### config.mk
export PLATFORM = sky130hd
export DESIGN_NAME = strap_capture_ctrl
export DESIGN_NICKNAME = d
export VERILOG_FILES = /design/src/rtl/strap_pkg.sv /design/src/rtl/window_timer.sv /design/src/rtl/strap_sync.sv /design/src/rtl/strap_capture_ctrl.sv
export SDC_FILE = /design/constraint.sdc
export NUM_CORES = 1
export LEC_CHECK = 0
export ABC_AREA = 1
export BUFFER_PORTS_ARGS = -buffer_cell sky130_fd_sc_hd__buf_2
export CAP_MARGIN = 20
export CORE_UTILIZATION = 45
export CTS_CLUSTER_SIZE = 16
export DETAILED_ROUTE_END_ITERATION = 16
export SYNTH_ARGS = -nofsm -noshare
export SYNTH_HDL_FRONTEND = slang
export SYNTH_SLANG_ARGS = --single-unit
export TNS_END_PERCENT = 20
### constraint.sdc
create_clock -name clk_ref -period 2 [get_ports clk_ref]
set_clock_uncertainty 0.15 [all_clocks]
set_input_delay 0.5 -clock clk_ref [delete_from_list [all_inputs] [get_ports clk_ref]]
set_output_delay 0.5 -clock clk_ref [all_outputs]
set_load 0.05 [all_outputs]
### src/rtl/strap_pkg.sv
package strap_pkg;
    typedef enum logic [1:0] {
        ST_WINDOW  = 2'd0,
        ST_CAPTURE = 2'd1,
        ST_ACTIVE  = 2'd2
    } seq_state_t;
endpackage

### src/rtl/window_timer.sv
module window_timer #(
    parameter int CYCLES = 28636
) (
    input  logic clk,
    input  logic rst_n,
    input  logic run,
    output logic expired
);
    localparam int CW = (CYCLES > 1) ? $clog2(CYCLES) : 1;
    localparam logic [CW-1:0] LAST = CW'(CYCLES - 1);

    logic [CW-1:0] cnt;

    always_ff @(posedge clk or negedge rst_n) begin
        if (!rst_n) begin
            cnt <= '0;
        end else if (run && (cnt != LAST)) begin
            cnt <= cnt + 1'b1;
        end
    end

    assign expired = (cnt == LAST);

    AST_NO_OVERFLOW: assert property (@(posedge clk) disable iff (!rst_n)
        cnt <= LAST);
endmodule

### src/rtl/strap_sync.sv
module strap_sync #(
    parameter int W      = 4,
    parameter int STAGES = 2
) (
    input  logic         clk,
    input  logic         rst_n,
    input  logic [W-1:0] d,
    output logic [W-1:0] q
);
    logic [W-1:0] pipe [STAGES];

    genvar s;
    generate
        for (s = 0; s < STAGES; s++) begin : g_stage
            if (s == 0) begin : g_first
                always_ff @(posedge clk or negedge rst_n) begin
                    if (!rst_n) pipe[0] <= '0;
                    else        pipe[0] <= d;
                end
            end else begin : g_next
                always_ff @(posedge clk or negedge rst_n) begin
                    if (!rst_n) pipe[s] <= '0;
                    else        pipe[s] <= pipe[s-1];
                end
            end
        end
    endgenerate

    assign q = pipe[STAGES-1];
endmodule

### src/rtl/strap_capture_ctrl.sv
module strap_capture_ctrl
    import strap_pkg::*;
#(
    parameter int NUM_STRAPS     = 4,
    parameter int WINDOW_CYCLES  = 28636,
    parameter int SYNC_STAGES    = 2
) (
    input  logic                  clk_ref,
    input  logic                  pwr_good,
    input  logic [NUM_STRAPS-1:0] strap_pin,
    output logic [NUM_STRAPS-1:0] strap_q,
    output logic [NUM_STRAPS-1:0] pad_oe,
    output logic                  outputs_live,
    output logic                  aux_sel_24m
);
    localparam int AUX_BIT = NUM_STRAPS - 1;

    seq_state_t            state, state_nx;
    logic                  win_expired;
    logic [NUM_STRAPS-1:0] pin_sync;

    strap_sync #(.W(NUM_STRAPS), .STAGES(SYNC_STAGES)) u_sync (
        .clk   (clk_ref),
        .rst_n (pwr_good),
        .d     (strap_pin),
        .q     (pin_sync)
    );

    window_timer #(.CYCLES(WINDOW_CYCLES)) u_timer (
        .clk     (clk_ref),
        .rst_n   (pwr_good),
        .run     (state == ST_WINDOW),
        .expired (win_expired)
    );

    // Next-state logic
    always_comb begin
        state_nx = state;
        unique case (state)
            ST_WINDOW:  if (win_expired) state_nx = ST_CAPTURE;
            ST_CAPTURE: state_nx = ST_ACTIVE;
            ST_ACTIVE:  state_nx = ST_ACTIVE;
            default:    state_nx = ST_WINDOW;
        endcase
    end

    // State register: only power loss returns to the window
    always_ff @(posedge clk_ref or negedge pwr_good) begin
        if (!pwr_good) state <= ST_WINDOW;
        else           state <= state_nx;
    end

    // Sticky strap store, cleared only by power loss
    always_ff @(posedge clk_ref or negedge pwr_good) begin
        if (!pwr_good)                strap_q <= '0;
        else if (state == ST_CAPTURE) strap_q <= pin_sync;
    end

    // Outputs
    always_comb begin
        pad_oe       = '0;
        outputs_live = 1'b0;
        unique case (state)
            ST_WINDOW:  ;
            ST_CAPTURE: ;
            ST_ACTIVE: begin
                pad_oe       = '1;
                outputs_live = 1'b1;
            end
            default: ;
        endcase
    end

    assign aux_sel_24m = strap_q[AUX_BIT];

    AST_CAPTURE_ONE_CYCLE: assert property (@(posedge clk_ref) disable iff (!pwr_good)
        state == ST_CAPTURE |=> state == ST_ACTIVE);
    AST_LIVE_AFTER_CAPTURE: assert property (@(posedge clk_ref) disable iff (!pwr_good)
        $rose(outputs_live) |-> $past(state) == ST_CAPTURE);
    AST_STORE_FROM_SYNC: assert property (@(posedge clk_ref) disable iff (!pwr_good)
        $past(state) == ST_CAPTURE |-> strap_q == $past(pin_sync));
    AST_STRAP_STICKY: assert property (@(posedge clk_ref) disable iff (!pwr_good)
        (state == ST_ACTIVE && $past(state) == ST_ACTIVE) |-> $stable(strap_q));
    AST_NO_EARLY_DRIVE: assert property (@(posedge clk_ref) disable iff (!pwr_good)
        !win_expired |-> pad_oe == '0);
endmodule

==> impl_metrics.json, run 1 <==
{
  "core_area_um2": 3103,
  "yosys_warnings": 0,
  "synthDistinctLibCells": 20,
  "area_growth_pct": 11.84,
  "grt.busiest_layer": "met2",
  "ir_worst_vdd_v": 0.0004212,
  "cts_setup_buffers": 0,
  "max_clock_freq_mhz": 520.8,
  "clockBufferDepth": 2,
  "hold_viol_final": 0,
  "path_class": "flip-flop to primary output",
  "cts-root-buf": "clkbuf_4",
  "worstMarginPinSlew_ps": 622.5,
  "final_area_um2": 1678,
  "ios": 16,
  "reg2reg_depth": 8,
  "timing.rr.end": "u_timer.cnt[2]",
  "grt_use_met1_pct": 23.53,
  "first_iter_violations": 67,
  "end_kind": "primary output",
  "grt_pass1_wl_mm": 4.567,
  "grt-ovfl-total": 0,
  "cts-buffers-inserted": 5,
  "avgRoutedWirePerCell_um": 10.67,
  "cp_max_fo": 5,
  "netlist_area_um2": 1500,
  "dp_cells": 232,
  "antenna_found_initial": 0,
  "grt_pass1_vias": 1027,
  "grt_use_met3_pct": 7.143,
  "rsz0062_at_grt": "true",
  "layout.cells.non_filler": 240,
  "synth_fp_nets": 190,
  "drc": 0,
  "fillers": 298,
  "io_buffers": 15,
  "slew_headroom_pct": 58.50,
  "grtUsageTotal_pct": 18.11,
  "vias": 1123,
  "finalPower_mw": 1.121,
  "worstPathRequired_ps": 1350,
  "syn_inst": 180,
  "die-area_um2": 3569,
  "dieHeight_um": 59.74,
  "grt_max_degree": 30,
  "placed_area_um2": 1570,
  "final_cell_mix": "nand2_1 (80), dfrtp_1 (29), inv_1 (11), nor2_1 (11), buf_2 (10)",
  "period_share_pct": 96.01,
  "cts_sinks": 29,
  "power_density_nw_per_um2": 667.9,
  "ys_ff_latch": 29,
  "syn-mean-instance-area_um2": 8.334,
  "initial_core_util_pct": 48.35,
  "die_w_um": 59.74,
  "rrSetupSlack_ps": 360,
  "grtUsageMet2_pct": 25.56,
  "fp-row-count": 20,
  "arrival_ps": 1270,
  "ctsResizeCount": 0,
  "cp-start-kind": "flip-flop",
  "path_clk_slew_ps": 90,
  "viasPerCell": 4.679,
  "finalSetupViolations": 0,
  "dpl.hpwl_mm": 1.801,
  "nets": 205,
  "p_leak_nw": 0.8488,
  "synth_seq_area_share_pct": 48.37,
  "post-route-min-period_ps": 1920,
  "max_cap_viol_count": 0,
  "routed_wl_mm": 2.560,
  "num_antenna_cells": 0,
  "insertion_delay_ps": 330,
  "outcome": "completed",
  "cts_hold_buffers": 0,
  "drt.antenna.violating_nets": 0,
  "min_path_type": "input port to async pin",
  "drv_slew": 0,
  "layout_commonest_cell": "nand2_1",
  "place.gp.congestion": 0.7950,
  "dr.pass1.iters": 4,
  "drive_above_1_share_pct": 19.90,
  "tritoncts": "yes",
  "r2r_start": "u_timer.cnt[0]",
  "cts_max_level": 2,
  "hold_slack_ps": 18.55
}
per-stage QoR:
step	setup slack, ps	util (%)	TNS [ps]
floorplan	80.34	-	0
global placement	390.7	50.60	0
detailed placement	366.3	50.60	0
CTS	11.43	53.47	0
global route	-17.80	54.07	-58.91
finish	79.78	54.07	0
worst max-delay path, stage by stage (launching register included):
cell     delay, ps
dfrtp_1        390
inv_1          100
ha_2           230
buf_4          210
Yosys cell counts (all sizes together):
master / n / share of area (%)
xor2: 4 / 2.3
nor3: 1 / 0.67
nand2: 82 / 21
ha: 4 / 3.3
nand3: 8 / 2.7
nand3b: 3 / 1.5
nor2: 17 / 5.9
mux2: 4 / 3.0
a21oi: 1 / 0.33
buf: 7 / 4.0
dfrtp: 29 / 48
inv: 13 / 3.3
nand4: 4 / 1.7
xnor2: 3 / 1.8
per-layer routing:
metal  part of all wire (%)  vias to the layer above
li1                       -                      583
met1                     50                      512
met2                     42                       21
met3                    4.9                        7
met4                    2.5                        0
met5                      0                        -
cell type report:
class	count	area, µm²	share of cell area, %
tap	44	55.05	3.281
clock inverter	2	37.54	2.237
multi-input combinational	131	668.1	39.82
sequential	29	725.7	43.25
timing repair buffer	15	91.34	5.444
clock buffer	6	51.30	3.057
inverter	13	48.80	2.908
report_power, final:
part           switching, mW  internal, mW  total (mW)  leakage, nW
logic                 0.0114       0.00342      0.0149        0.432
clock network          0.213         0.297       0.510       0.0445
registers            0.00201         0.594       0.596        0.372
how the worst max path moves through the flow:
stage                     cells past startpoint  slack [ps]        endpoint      startpoint
after floorplan                               3          80       pad_oe[0]        state[0]
after global placement                        8         390  u_timer.cnt[3]  u_timer.cnt[0]
after global routing                          3         -20    outputs_live        state[0]
after CTS                                     3          10       pad_oe[3]        state[0]
after detailed placement                      8         370  u_timer.cnt[2]  u_timer.cnt[0]
final                                         3          80    outputs_live        state[0]
registers in the layout, indices dropped and copies added (netlist names):
| name | flops |
|---|---|
| u_sync.q | 4 |
| u_timer.cnt | 15 |
| strap_q | 4 |
| u_sync.pipe | 4 |
| state | 2 |
kinds of logic (layout without fill, tap and decap cells):
kind of cell / count (synthesis) / count (layout) / share of synthesized area [%]
mux: 4 / 4 / 3.002
flops: 29 / 29 / 48.37
simple gates: 115 / 115 / 33.61
buf+inv: 20 / 36 / 7.256
compound gates: 1 / 1 / 0.3333
xor+xnor: 7 / 7 / 4.087
fa+ha+maj: 4 / 4 / 3.336
Note: power is estimated with default switching activity, not from simulation.
==> inputs of run 2 (changes only) <==
--- a/config.mk
+++ b/config.mk
@@ -11,6 +11,7 @@
 export CORE_UTILIZATION = 45
 export CTS_CLUSTER_SIZE = 16
 export DETAILED_ROUTE_END_ITERATION = 16
+export PLACE_DENSITY = 0.65
 export SYNTH_ARGS = -nofsm -noshare
 export SYNTH_HDL_FRONTEND = slang
 export SYNTH_SLANG_ARGS = --single-unit
==> run 2 against run 1 <==
Wire length up 2.6%. Core utilization fell by 0.24 points. Clock power decreased by 2%. Cell area is 0.45% lower. Flip-flop and latch count stayed put. Sequential power is essentially flat. Combinational power about the same. Sequential share of layout area grew 0.19 points. Maximum frequency grew 1.4%. Setup slack better by 26 ps. Power shrank 0.90%. Largest power group unchanged. Highest routed layer unchanged.
==> impl_metrics.json, run 2 (synthesis gave the netlist of run 1 again) <==
{
  "outcome": "completed",
  "avgRoutedWirePerCell_um": 10.94,
  "wl_met1_mm": 1.250,
  "arrival_ps": 1240,
  "clkPwrFrac_pct": 45.0,
  "core_area_um2": 3103,
  "fp-row-count": 20,
  "path_cells": "inv_1 -> ha_2 -> buf_4",
  "slew_headroom_pct": 57.39,
  "layout_commonest_cell": "nand2_1",
  "cp_num_buf_inv": 2,
  "switchingPower_mw": 0.2150,
  "dp_slack_ps": 360.4,
  "largest_reg_flops": 15,
  "io_buffers": 15,
  "insertion_delay_ps": 320,
  "setup-tns-final_ps": 0,
  "hold_slack_ps": 33.77,
  "rsz0062_at_grt": "false",
  "antenna_found_initial": 0,
  "critPathMaxStageDelay_ps": 390,
  "clockBufferDepth": 2,
  "power_frac_comb_pct": 1.4,
  "grt_pass1_vias": 1025,
  "drc": 0,
  "worst_slack_ps": 105.8,
  "die-area_um2": 3569,
  "largest_register": "u_timer.cnt",
  "nets": 205,
  "seqPwrFrac_pct": 53.6,
  "grt_pass1_wl_mm": 4.388,
  "dp_cells": 232,
  "cp-start-kind": "flip-flop",
  "end_kind": "primary output",
  "hold_viol_final": 0,
  "drive_above_1_share_pct": 19.39,
  "first_iter_violations": 19,
  "cp_max_fo": 5,
  "wl_met3_um": 130,
  "max_clock_freq_mhz": 527.9,
  "dieHeight_um": 59.74,
  "num_antenna_cells": 0,
  "switching_share_pct": 19.36,
  "routed_wl_mm": 2.626,
  "power_density_nw_per_um2": 664.9,
  "p_leak_nw": 0.8491,
  "worstPathRequired_ps": 1350,
  "grtUsageTotal_pct": 17.26,
  "top_layer": "met4",
  "final_cell_mix": "nand2_1 (80), dfrtp_1 (29), inv_1 (11), nor2_1 (11), buf_2 (10)",
  "area_growth_pct": 11.34,
  "vias": 1155,
  "die_w_um": 59.74,
  "drv_slew": 0,
  "grt-ovfl-total": 0,
  "initial_core_util_pct": 48.35,
  "layout.cells.non_filler": 240,
  "tritoncts": "yes",
  "drt.antenna.violating_nets": 0,
  "ir_worst_vdd_v": 0.0005122,
  "post-route-min-period_ps": 1894,
  "viasPerCell": 4.813,
  "cts_max_level": 2,
  "grt_max_degree": 30,
  "dpl.hpwl_mm": 1.850,
  "cts-buffers-inserted": 5,
  "path_class": "flip-flop to primary output",
  "wl_met2_mm": 1.221,
  "dr.pass1.iters": 4,
  "finalSetupViolations": 0,
  "max_cap_viol_count": 0,
  "finalPower_mw": 1.111,
  "critPathTopFamily": "flip-flops",
  "place.gp.congestion": 0.7925,
  "path_clk_slew_ps": 90,
  "cts_sinks": 29,
  "cts-root-buf": "clkbuf_4",
  "internal_power_mw": 0.8956,
  "period_share_pct": 94.71,
  "worstMarginPinSlew_ps": 639.1,
  "ios": 16,
  "min_path_type": "input port to async pin",
  "cp_slowest_cell": "dfrtp_1"
}
==> run 2: through the flow <==
stage,cell area [µm²],util (%)
after floorplan,1500,-
after global placement,1570,50.60
after detailed placement,1570,50.60
after CTS,1655,53.35
after global routing,1670,53.83
final,1670,53.83
==> run 2: power groups by stage <==
stage	clock [mW]	combinational (mW)	sequential, mW
floorplan	0	0.0000625	0.607
global placement	0	0.0158	0.607
finish	0.500	0.0152	0.596
CTS	0.509	0.0166	0.596
detailed placement	0	0.0164	0.608
global route	0.542	0.0183	0.597
==> run 2: per-layer routing <==
| metal | up-vias | GRT usage (%) |
|---|---|---|
| met2 | 23 | 26.35 |
| met5 | - | 0 |
| met3 | 2 | 6.494 |
| met4 | 0 | 6.977 |
| li1 | 583 | - |
| met1 | 547 | 22.04 |
==> run 2: cell type report <==
class,count,area (µm²)
Timing Repair Buffer,15,87.58
Clock inverter,1,30.03
Tap cell,44,55.05
Clock buffer,7,55.05
Inverter,13,48.80
Fill cell,327,1433
Sequential cell,29,725.7
Multi-Input combinational cell,131,668.1
==> run 2: worst paths after layout <==
check | start | endpoint | slack, ps | cells past startpoint
max | state[0] | pad_oe[1] | 110 | 3
max in group asynchronous | pwr_good | u_sync.q[0] | 1240 | 1
min in group clk_ref | strap_pin[3] | u_sync.pipe[7] | 120 | 1
max reg2reg | u_timer.cnt[0] | u_timer.cnt[5] | 310 | 8
min | pwr_good | strap_q[3] | 30 | 1
min reg2reg | u_sync.pipe[4] | u_sync.q[0] | 200 | 0
==> run 2: what timing repair did <==
item                                   CTS  global route
buffers inserted                         0             0
hold buffers                             0             0
setup endpoints to repair                0             5
endpoints found under the hold margin    0             0
gates resized for setup                  0            11
